--- config.mk ---
export PLATFORM = sky130hd
export DESIGN_NAME = lockstep_bank_mac
export DESIGN_NICKNAME = d
export VERILOG_FILES = /design/src/rtl/lbm_pkg.sv /design/src/rtl/lbm_sched.sv /design/src/rtl/lbm_guard.sv /design/src/rtl/lbm_pe.sv /design/src/rtl/lbm_banks.sv /design/src/rtl/lockstep_bank_mac.sv
export SDC_FILE = /design/constraint.sdc
export NUM_CORES = 2
export LEC_CHECK = 0
export ABC_CLOCK_PERIOD_IN_PS = 16500
export CORE_MARGIN = 4
export CORE_UTILIZATION = 40
export CTS_CLUSTER_SIZE = 14
export DETAILED_ROUTE_END_ITERATION = 12
export DONT_BUFFER_PORTS = 1
export PLACE_DENSITY = 0.52
export SLEW_MARGIN = 20
export SYNTH_ARGS = -nofsm -noshare
export SYNTH_HDL_FRONTEND = slang
export SYNTH_SLANG_ARGS = --single-unit
--- constraint.sdc ---
create_clock -name clk -period 16.5 [get_ports clk]
set_clock_uncertainty 0.15 [all_clocks]
set_input_delay 4.95 -clock clk [delete_from_list [all_inputs] [get_ports clk]]
set_output_delay 4.95 -clock clk [all_outputs]
set_load 0.01 [all_outputs]
--- src/rtl/lbm_pkg.sv ---
package lbm_pkg;

    typedef enum logic {
        ST_IDLE = 1'b0,
        ST_RUN  = 1'b1
    } run_state_e;

    // Width of an index over n items, never less than one bit.
    function automatic int unsigned wid(input int unsigned n);
        return (n > 1) ? $clog2(n) : 1;
    endfunction

endpackage

--- src/rtl/lbm_sched.sv ---
module lbm_sched
    import lbm_pkg::*;
#(
    parameter  int NUM_PASSES = 3,
    parameter  int BANK_WORDS = 4,
    localparam int PASS_W     = wid(NUM_PASSES),
    localparam int ELEM_W     = wid(BANK_WORDS)
) (
    input  logic              clk,
    input  logic              rst_n,
    input  logic              start,
    output logic              iss_first,
    output logic [PASS_W-1:0] iss_pass,
    output logic              s1_valid,
    output logic [ELEM_W-1:0] s1_elem,
    output logic              s2_valid,
    output logic [ELEM_W-1:0] s2_elem,
    output logic              busy,
    output logic              done,
    output logic              start_acc
);

    localparam logic [PASS_W-1:0] LAST_PASS = PASS_W'(NUM_PASSES - 1);
    localparam logic [ELEM_W-1:0] LAST_ELEM = ELEM_W'(BANK_WORDS - 1);

    typedef struct packed {
        run_state_e        st;
        logic [PASS_W-1:0] pass;
        logic [ELEM_W-1:0] elem;
        logic              v1;
        logic [ELEM_W-1:0] e1;
        logic              last1;
        logic              v2;
        logic [ELEM_W-1:0] e2;
        logic              last2;
        logic              done;
    } sched_t;

    sched_t sc_q, sc_d;

    always_comb begin
        sc_d      = sc_q;
        busy      = (sc_q.st == ST_RUN) || sc_q.v1 || sc_q.v2;
        start_acc = start && !busy;

        // pipeline of issued offsets
        sc_d.v1    = (sc_q.st == ST_RUN);
        sc_d.e1    = sc_q.elem;
        sc_d.last1 = (sc_q.st == ST_RUN) && (sc_q.pass == LAST_PASS) && (sc_q.elem == LAST_ELEM);
        sc_d.v2    = sc_q.v1;
        sc_d.e2    = sc_q.e1;
        sc_d.last2 = sc_q.last1;
        sc_d.done  = sc_q.last2;

        unique case (sc_q.st)
            ST_IDLE: begin
                if (start_acc) begin
                    sc_d.st   = ST_RUN;
                    sc_d.pass = '0;
                    sc_d.elem = '0;
                end
            end
            ST_RUN: begin
                if (sc_q.elem == LAST_ELEM) begin
                    sc_d.elem = '0;
                    if (sc_q.pass == LAST_PASS) sc_d.st = ST_IDLE;
                    else                        sc_d.pass = sc_q.pass + 1'b1;
                end else begin
                    sc_d.elem = sc_q.elem + 1'b1;
                end
            end
            default: sc_d.st = ST_IDLE;
        endcase
    end

    always_ff @(posedge clk or negedge rst_n) begin
        if (!rst_n) sc_q <= '0;
        else        sc_q <= sc_d;
    end

    assign iss_first = (sc_q.st == ST_RUN) && (sc_q.elem == '0);
    assign iss_pass  = sc_q.pass;
    assign s1_valid  = sc_q.v1;
    assign s1_elem   = sc_q.e1;
    assign s2_valid  = sc_q.v2;
    assign s2_elem   = sc_q.e2;
    assign done      = sc_q.done;


    done_pulse_chk: assert property (@(posedge clk) disable iff (!rst_n)
        sc_q.done |=> !sc_q.done);


    done_idle_chk: assert property (@(posedge clk) disable iff (!rst_n)
        sc_q.done |-> !busy);


    no_restart_chk: assert property (@(posedge clk) disable iff (!rst_n)
        (sc_q.st == ST_RUN && start && sc_q.elem != LAST_ELEM)
            |=> (sc_q.st == ST_RUN && sc_q.elem != '0));

endmodule

--- src/rtl/lbm_guard.sv ---
module lbm_guard #(
    parameter int NUM_PE    = 2,
    parameter int NUM_BANKS = 4,
    parameter int BIDX_W    = 3
) (
    input  logic                          clk,
    input  logic                          rst_n,
    input  logic                          start_acc,
    input  logic                          first,
    input  logic [NUM_PE-1:0][BIDX_W-1:0] row_idx,
    output logic                          wr_block,
    output logic                          err
);

    typedef struct packed {
        logic bad1;
        logic bad2;
        logic err;
    } guard_t;

    guard_t gd_q, gd_d;
    logic   row_bad;

    always_comb begin
        row_bad = 1'b0;
        for (int p = 0; p < NUM_PE; p++) begin
            if (int'(row_idx[p]) >= NUM_BANKS) row_bad = 1'b1;
            for (int r = p + 1; r < NUM_PE; r++) begin
                if (row_idx[p] == row_idx[r]) row_bad = 1'b1;
            end
        end

        gd_d      = gd_q;
        gd_d.bad1 = first ? row_bad : gd_q.bad1;
        gd_d.bad2 = gd_q.bad1;
        if (start_acc)             gd_d.err = 1'b0;
        else if (first && row_bad) gd_d.err = 1'b1;
    end

    always_ff @(posedge clk or negedge rst_n) begin
        if (!rst_n) gd_q <= '0;
        else        gd_q <= gd_d;
    end

    assign wr_block = gd_q.bad2;
    assign err      = gd_q.err;


    err_sticky_chk: assert property (@(posedge clk) disable iff (!rst_n)
        (gd_q.err && !start_acc) |=> gd_q.err);

endmodule

--- src/rtl/lbm_pe.sv ---
module lbm_pe #(
    parameter int BIDX_W = 3,
    parameter int OP_W   = 8,
    parameter int DATA_W = 16
) (
    input  logic              clk,
    input  logic              rst_n,
    input  logic              first,
    input  logic [BIDX_W-1:0] tbl_idx,
    input  logic [OP_W-1:0]   tbl_a,
    input  logic [OP_W-1:0]   tbl_b,
    input  logic              s1_mid,
    input  logic [DATA_W-1:0] rd_data,
    output logic [BIDX_W-1:0] rd_idx,
    output logic [BIDX_W-1:0] wr_idx,
    output logic [DATA_W-1:0] wr_data
);

    typedef struct packed {
        logic [BIDX_W-1:0] idx1;
        logic [DATA_W-1:0] prod1;
        logic [BIDX_W-1:0] idx2;
        logic [DATA_W-1:0] sum2;
    } pe_t;

    pe_t                   pe_q, pe_d;
    logic signed [2*OP_W-1:0] mul;

    always_comb begin
        mul   = $signed(tbl_a) * $signed(tbl_b);
        pe_d  = pe_q;
        if (first) begin
            pe_d.idx1  = tbl_idx;
            pe_d.prod1 = DATA_W'(mul);
        end
        pe_d.idx2 = pe_q.idx1;
        pe_d.sum2 = rd_data + pe_q.prod1;
    end

    always_ff @(posedge clk or negedge rst_n) begin
        if (!rst_n) pe_q <= '0;
        else        pe_q <= pe_d;
    end

    assign rd_idx  = pe_q.idx1;
    assign wr_idx  = pe_q.idx2;
    assign wr_data = pe_q.sum2;


    pass_hold_chk: assert property (@(posedge clk) disable iff (!rst_n)
        s1_mid |-> (pe_q.idx1 == $past(pe_q.idx1) && pe_q.prod1 == $past(pe_q.prod1)));

endmodule

--- src/rtl/lbm_banks.sv ---
module lbm_banks #(
    parameter int NUM_PE     = 2,
    parameter int NUM_BANKS  = 4,
    parameter int BANK_WORDS = 4,
    parameter int DATA_W     = 16,
    parameter int BIDX_W     = 3,
    parameter int BANK_W     = 2,
    parameter int ELEM_W     = 2
) (
    input  logic                          clk,
    input  logic                          rst_n,
    input  logic                          busy,
    input  logic                          rd_valid,
    input  logic [ELEM_W-1:0]             rd_elem,
    input  logic [NUM_PE-1:0][BIDX_W-1:0] rd_idx,
    output logic [NUM_PE-1:0][DATA_W-1:0] rd_data,
    input  logic                          wr_en,
    input  logic [ELEM_W-1:0]             wr_elem,
    input  logic [NUM_PE-1:0][BIDX_W-1:0] wr_idx,
    input  logic [NUM_PE-1:0][DATA_W-1:0] wr_data,
    input  logic                          host_en,
    input  logic                          host_we,
    input  logic [BANK_W-1:0]             host_bank,
    input  logic [ELEM_W-1:0]             host_addr,
    input  logic [DATA_W-1:0]             host_wdata,
    output logic [DATA_W-1:0]             host_rdata
);

    typedef struct packed {
        logic [NUM_BANKS-1:0][BANK_WORDS-1:0][DATA_W-1:0] mem;
        logic [DATA_W-1:0]                                rdata;
    } bank_t;

    bank_t bk_q, bk_d;
    logic  host_wr, host_rd;

    // read crossbar: each PE picks its bank
    always_comb begin
        for (int p = 0; p < NUM_PE; p++) begin
            rd_data[p] = '0;
            for (int b = 0; b < NUM_BANKS; b++) begin
                if (int'(rd_idx[p]) == b) rd_data[p] = bk_q.mem[b][rd_elem];
            end
        end
    end

    always_comb begin
        host_wr = host_en && host_we && !busy;
        host_rd = host_en && !host_we && !busy;
        bk_d    = bk_q;
        for (int b = 0; b < NUM_BANKS; b++) begin
            if (int'(host_bank) == b) begin
                if (host_wr) bk_d.mem[b][host_addr] = host_wdata;
                if (host_rd) bk_d.rdata = bk_q.mem[b][host_addr];
            end
        end
        // write crossbar: each bank takes the PE that owns it
        if (wr_en) begin
            for (int p = 0; p < NUM_PE; p++) begin
                for (int b = 0; b < NUM_BANKS; b++) begin
                    if (int'(wr_idx[p]) == b) bk_d.mem[b][wr_elem] = wr_data[p];
                end
            end
        end
    end

    always_ff @(posedge clk or negedge rst_n) begin
        if (!rst_n) bk_q <= '0;
        else        bk_q <= bk_d;
    end

    assign host_rdata = bk_q.rdata;


    host_excl_chk: assert property (@(posedge clk) disable iff (!rst_n)
        !(host_wr && wr_en));

    for (genvar p = 0; p < NUM_PE; p++) begin : g_chk_p

        wr_range_chk: assert property (@(posedge clk) disable iff (!rst_n)
            wr_en |-> (int'(wr_idx[p]) < NUM_BANKS));
        for (genvar r = 0; r < NUM_PE; r++) begin : g_chk_r
            if (r != p) begin : g_pair

                wr_distinct_chk: assert property (@(posedge clk) disable iff (!rst_n)
                    wr_en |-> (wr_idx[p] != wr_idx[r]));
            end

            no_raw_hazard_chk: assert property (@(posedge clk) disable iff (!rst_n)
                (rd_valid && wr_en && rd_idx[p] == wr_idx[r]) |-> (rd_elem != wr_elem));
        end
    end

endmodule

--- src/rtl/lockstep_bank_mac.sv ---
module lockstep_bank_mac
    import lbm_pkg::*;
#(
    parameter  int NUM_PE     = 2,
    parameter  int NUM_BANKS  = 4,
    parameter  int BANK_WORDS = 4,
    parameter  int NUM_PASSES = 3,
    parameter  int DATA_W     = 16,
    parameter  int OP_W       = 8,
    localparam int PE_W       = wid(NUM_PE),
    localparam int PASS_W     = wid(NUM_PASSES),
    localparam int BANK_W     = wid(NUM_BANKS),
    localparam int ELEM_W     = wid(BANK_WORDS),
    localparam int BIDX_W     = $clog2(NUM_BANKS) + 1
) (
    input  logic              clk,
    input  logic              rst_n,
    input  logic              start,
    input  logic              tbl_we,
    input  logic [PASS_W-1:0] tbl_pass,
    input  logic [PE_W-1:0]   tbl_pe,
    input  logic [BIDX_W-1:0] tbl_bank,
    input  logic [OP_W-1:0]   tbl_a,
    input  logic [OP_W-1:0]   tbl_b,
    input  logic              host_en,
    input  logic              host_we,
    input  logic [BANK_W-1:0] host_bank,
    input  logic [ELEM_W-1:0] host_addr,
    input  logic [DATA_W-1:0] host_wdata,
    output logic [DATA_W-1:0] host_rdata,
    output logic              busy,
    output logic              done,
    output logic              err
);

    typedef struct packed {
        logic [NUM_PASSES-1:0][NUM_PE-1:0][BIDX_W-1:0] idx;
        logic [NUM_PASSES-1:0][NUM_PE-1:0][OP_W-1:0]   a;
        logic [NUM_PASSES-1:0][NUM_PE-1:0][OP_W-1:0]   b;
    } table_t;

    table_t tb_q, tb_d;

    logic                          iss_first, s1_valid, s2_valid, start_acc, wr_block, s1_mid;
    logic [PASS_W-1:0]             iss_pass;
    logic [ELEM_W-1:0]             s1_elem, s2_elem;
    logic [NUM_PE-1:0][BIDX_W-1:0] row_idx, rd_idx, wr_idx;
    logic [NUM_PE-1:0][DATA_W-1:0] rd_data, wr_data;

    // assignment and operand tables
    always_comb begin
        tb_d = tb_q;
        if (tbl_we && int'(tbl_pass) < NUM_PASSES && int'(tbl_pe) < NUM_PE) begin
            tb_d.idx[tbl_pass][tbl_pe] = tbl_bank;
            tb_d.a[tbl_pass][tbl_pe]   = tbl_a;
            tb_d.b[tbl_pass][tbl_pe]   = tbl_b;
        end
    end

    always_ff @(posedge clk or negedge rst_n) begin
        if (!rst_n) tb_q <= '0;
        else        tb_q <= tb_d;
    end

    assign row_idx = tb_q.idx[iss_pass];
    assign s1_mid  = s1_valid && (s1_elem != '0);

    lbm_sched #(
        .NUM_PASSES (NUM_PASSES),
        .BANK_WORDS (BANK_WORDS)
    ) u_sched (
        .clk       (clk),
        .rst_n     (rst_n),
        .start     (start),
        .iss_first (iss_first),
        .iss_pass  (iss_pass),
        .s1_valid  (s1_valid),
        .s1_elem   (s1_elem),
        .s2_valid  (s2_valid),
        .s2_elem   (s2_elem),
        .busy      (busy),
        .done      (done),
        .start_acc (start_acc)
    );

    lbm_guard #(
        .NUM_PE    (NUM_PE),
        .NUM_BANKS (NUM_BANKS),
        .BIDX_W    (BIDX_W)
    ) u_guard (
        .clk       (clk),
        .rst_n     (rst_n),
        .start_acc (start_acc),
        .first     (iss_first),
        .row_idx   (row_idx),
        .wr_block  (wr_block),
        .err       (err)
    );

    for (genvar p = 0; p < NUM_PE; p++) begin : g_pe
        lbm_pe #(
            .BIDX_W (BIDX_W),
            .OP_W   (OP_W),
            .DATA_W (DATA_W)
        ) u_pe (
            .clk     (clk),
            .rst_n   (rst_n),
            .first   (iss_first),
            .tbl_idx (tb_q.idx[iss_pass][p]),
            .tbl_a   (tb_q.a[iss_pass][p]),
            .tbl_b   (tb_q.b[iss_pass][p]),
            .s1_mid  (s1_mid),
            .rd_data (rd_data[p]),
            .rd_idx  (rd_idx[p]),
            .wr_idx  (wr_idx[p]),
            .wr_data (wr_data[p])
        );
    end

    lbm_banks #(
        .NUM_PE     (NUM_PE),
        .NUM_BANKS  (NUM_BANKS),
        .BANK_WORDS (BANK_WORDS),
        .DATA_W     (DATA_W),
        .BIDX_W     (BIDX_W),
        .BANK_W     (BANK_W),
        .ELEM_W     (ELEM_W)
    ) u_banks (
        .clk        (clk),
        .rst_n      (rst_n),
        .busy       (busy),
        .rd_valid   (s1_valid),
        .rd_elem    (s1_elem),
        .rd_idx     (rd_idx),
        .rd_data    (rd_data),
        .wr_en      (s2_valid && !wr_block),
        .wr_elem    (s2_elem),
        .wr_idx     (wr_idx),
        .wr_data    (wr_data),
        .host_en    (host_en),
        .host_we    (host_we),
        .host_bank  (host_bank),
        .host_addr  (host_addr),
        .host_wdata (host_wdata),
        .host_rdata (host_rdata)
    );

endmodule

==> metrics.cfg <==
[yosys]
netlist.area_leader.share_pct=38.0
synthesis.area_sq_mm=0.0315
ys_types=68
yosys.area.top_type=dfrtp_1
synthArstFlopShare_pct=100
yosysMostFrequentCell=dfrtp_1
synthTopCellsByArea=dfrtp_1, mux4_2, mux2i_1
yosys_register_bits=479
synthTopCellsByCount=dfrtp_1, mux2i_1, o22ai_1, inv_1, nor2_1
ys.flop_type=dfrtp_1
synth_area_per_cell_sq_um=11.8
yosys_warnings=0
synth.yosys.seq_area_share_pct=38.0
syn-num-nets=2924
synth_edf_count=0
synthCells=2673

[detailed_routing]
wirelength_microns=98300
wl_per_cell_microns=26.8
vias_per_cell=6.10
drc_errors=0
vias=22300
drtIter0Drc=1827
postRouteAntennaNets=0
firstDrtPassIters=8

[global_route]
track_usage_pct=23.6
antenna_found_initial=3
grt_max_degree=480
grt_pass1_wl_microns=150000
grt_pass1_vias=23600
grt-ovfl-total=0

[cts]
cts_buffer_depth=3
cts_buffers=56
cts.clk_slew.worst_paths_ps=60
cts_tree=done
cts_sinks=479
root_buffer=clkbuf_16
cts_hold_buffers=0
clock_latency_ps=640
cts_max_level=2
cts_resized=0
cts_setup_buffers=0

[timing]
finalHoldViolations=0
period_needed_ps=6850
fin_crit_sh_pct=41.5
worst-slew-pin-transition_ps=2560
timing.fmax_mhz=146
finalSetupViolations=0
maxSlewHeadroom_pct=-70.9
whs_ps=196
rsz0062_at_grt=no
fin_setup_tns_ps=0
finalMaxSlewViolations=310

[setup_path]
cp.required_ps=11400
critical_path.max_fanout=12
cp.arrival_ps=1750
path_cells=nor3_4 > inv_1
startpoint_type=register
slowest_delay_ps=520
crit_slowest_cell=dfrtp_1
crit_family=flip-flops
critPathKind=reg -> out
critPathCaptureType=primary output
path_buf_inv=1

[layout]
nNetsFinal=2824
drive_gt1_share_pct=19.9
fin_util_pct=43.8
area_delta_synth_final_pct=8.20

[placed_design]
portBuffers=0
dpl.hpwl_microns=64200
place.gp.congestion=0.865

[outcome]
status=finished, violations left
violations=slew limit

[die]
die_area_sq_mm=0.0834
core_sq_mm=0.0778
row_count=102
start_util_pct=40.5
die_h_microns=289
io_pins=67
dieWidth_microns=289

[min_path]
hold_class=reg -> reg

[flow_run]
drv_cap=0

stage by stage:
step | std cells | setup WS (ps) | area (sq um)
5_1_grt | 3661 | 9480 | 34100
4_1_cts | 3661 | 9540 | 34100
2_1_floorplan | 2673 | 9700 | 31500
3_5_place_dp | 3555 | 9420 | 32200
6_report | 3662 | 9650 | 34100
3_3_place_gp | 3555 | 9350 | 32200
state kept, by name, indices dropped and copies added (netlist names), 2 cells and up:
name	count
u_banks.bk_q	256
tb_q	114
g_pe.u_pe.pe_q	32
g_pe.u_pe.wr_data	32
u_banks.host_rdata	16
g_pe.u_pe.rd_idx	6
g_pe.u_pe.wr_idx	6
u_sched.sc_d	5
u_sched.iss_pass	2
u_sched.s1_elem	2
u_sched.s2_elem	2
kinds of logic (layout without fill, tap and decap cells):
kind of cell	Yosys count	in the layout	synth area share, %
fa+ha+maj	203	203	10.7
mux	591	591	25.5
other cells	0	1	0
compound gates	569	569	12.2
simple gates	403	403	6.72
flops	479	479	38.0
xor+xnor	54	54	1.50
buf+inv	374	322	5.33
per-layer routing:
layer	routed length (microns)	global-route usage, %	vias up
met1	40600	31.2	11500
met2	47000	39.4	1001
met5	13	0	-
met3	7950	4.92	188
met4	2710	7.03	2
li1	-	-	9658
final timing paths:
| check | endpoint | cells after the start | slack (ps) | start |
|---|---|---|---|---|
| setup / recovery | busy | 2 | 9650 | u_sched.sc_d[8]$_DFF_PN0_ |
| hold reg to reg | u_sched.sc_d[0]$_DFF_PN0_ | 0 | 200 | u_sched.sc_d[1]$_DFF_PN0_ |
| hold / removal | u_sched.sc_d[0]$_DFF_PN0_ | 0 | 200 | u_sched.sc_d[1]$_DFF_PN0_ |
| max in group asynchronous | u_sched.s1_elem[0]$_DFF_PN0_ | 0 | 10070 | rst_n |
| setup reg to reg | g_pe[0].u_pe.pe_q[33]$_DFFE_PN0P_ | 20 | 10140 | u_sched.iss_pass[0]$_DFFE_PN0P_ |
| min in group asynchronous | u_banks.host_rdata[3]$_DFF_PN0_ | 0 | 3870 | rst_n |
final cells by class:
cell class | instances | area, sq um
fillers | 7245 | 43700
multi-input cells | 1820 | 18000
flip-flops and latches | 479 | 12000
clock buffers | 88 | 1700
well taps | 1040 | 1300
inverters | 179 | 672
repair buffers | 37 | 278
clock inverters | 18 | 203
diodes | 1 | 2.50
layout by cell type, fill, tap and decap left out, types with 36 or more instances in the layout:
master / count
a21oi_1: 77
o22ai_1: 228
xnor2_1: 37
fa_1: 112
inv_1: 178
buf_4: 37
o21ai_0: 36
clkbuf_16: 57
nand2_1: 70
nor2b_1: 52
mux2i_1: 293
nor2_1: 151
ha_1: 91
mux4_2: 157
dfrtp_1: 475
a22oi_1: 64
mux2_2: 140
Power is not shown: default switching activity piles up to over one toggle a cycle in this logic, so the estimate is an artifact.
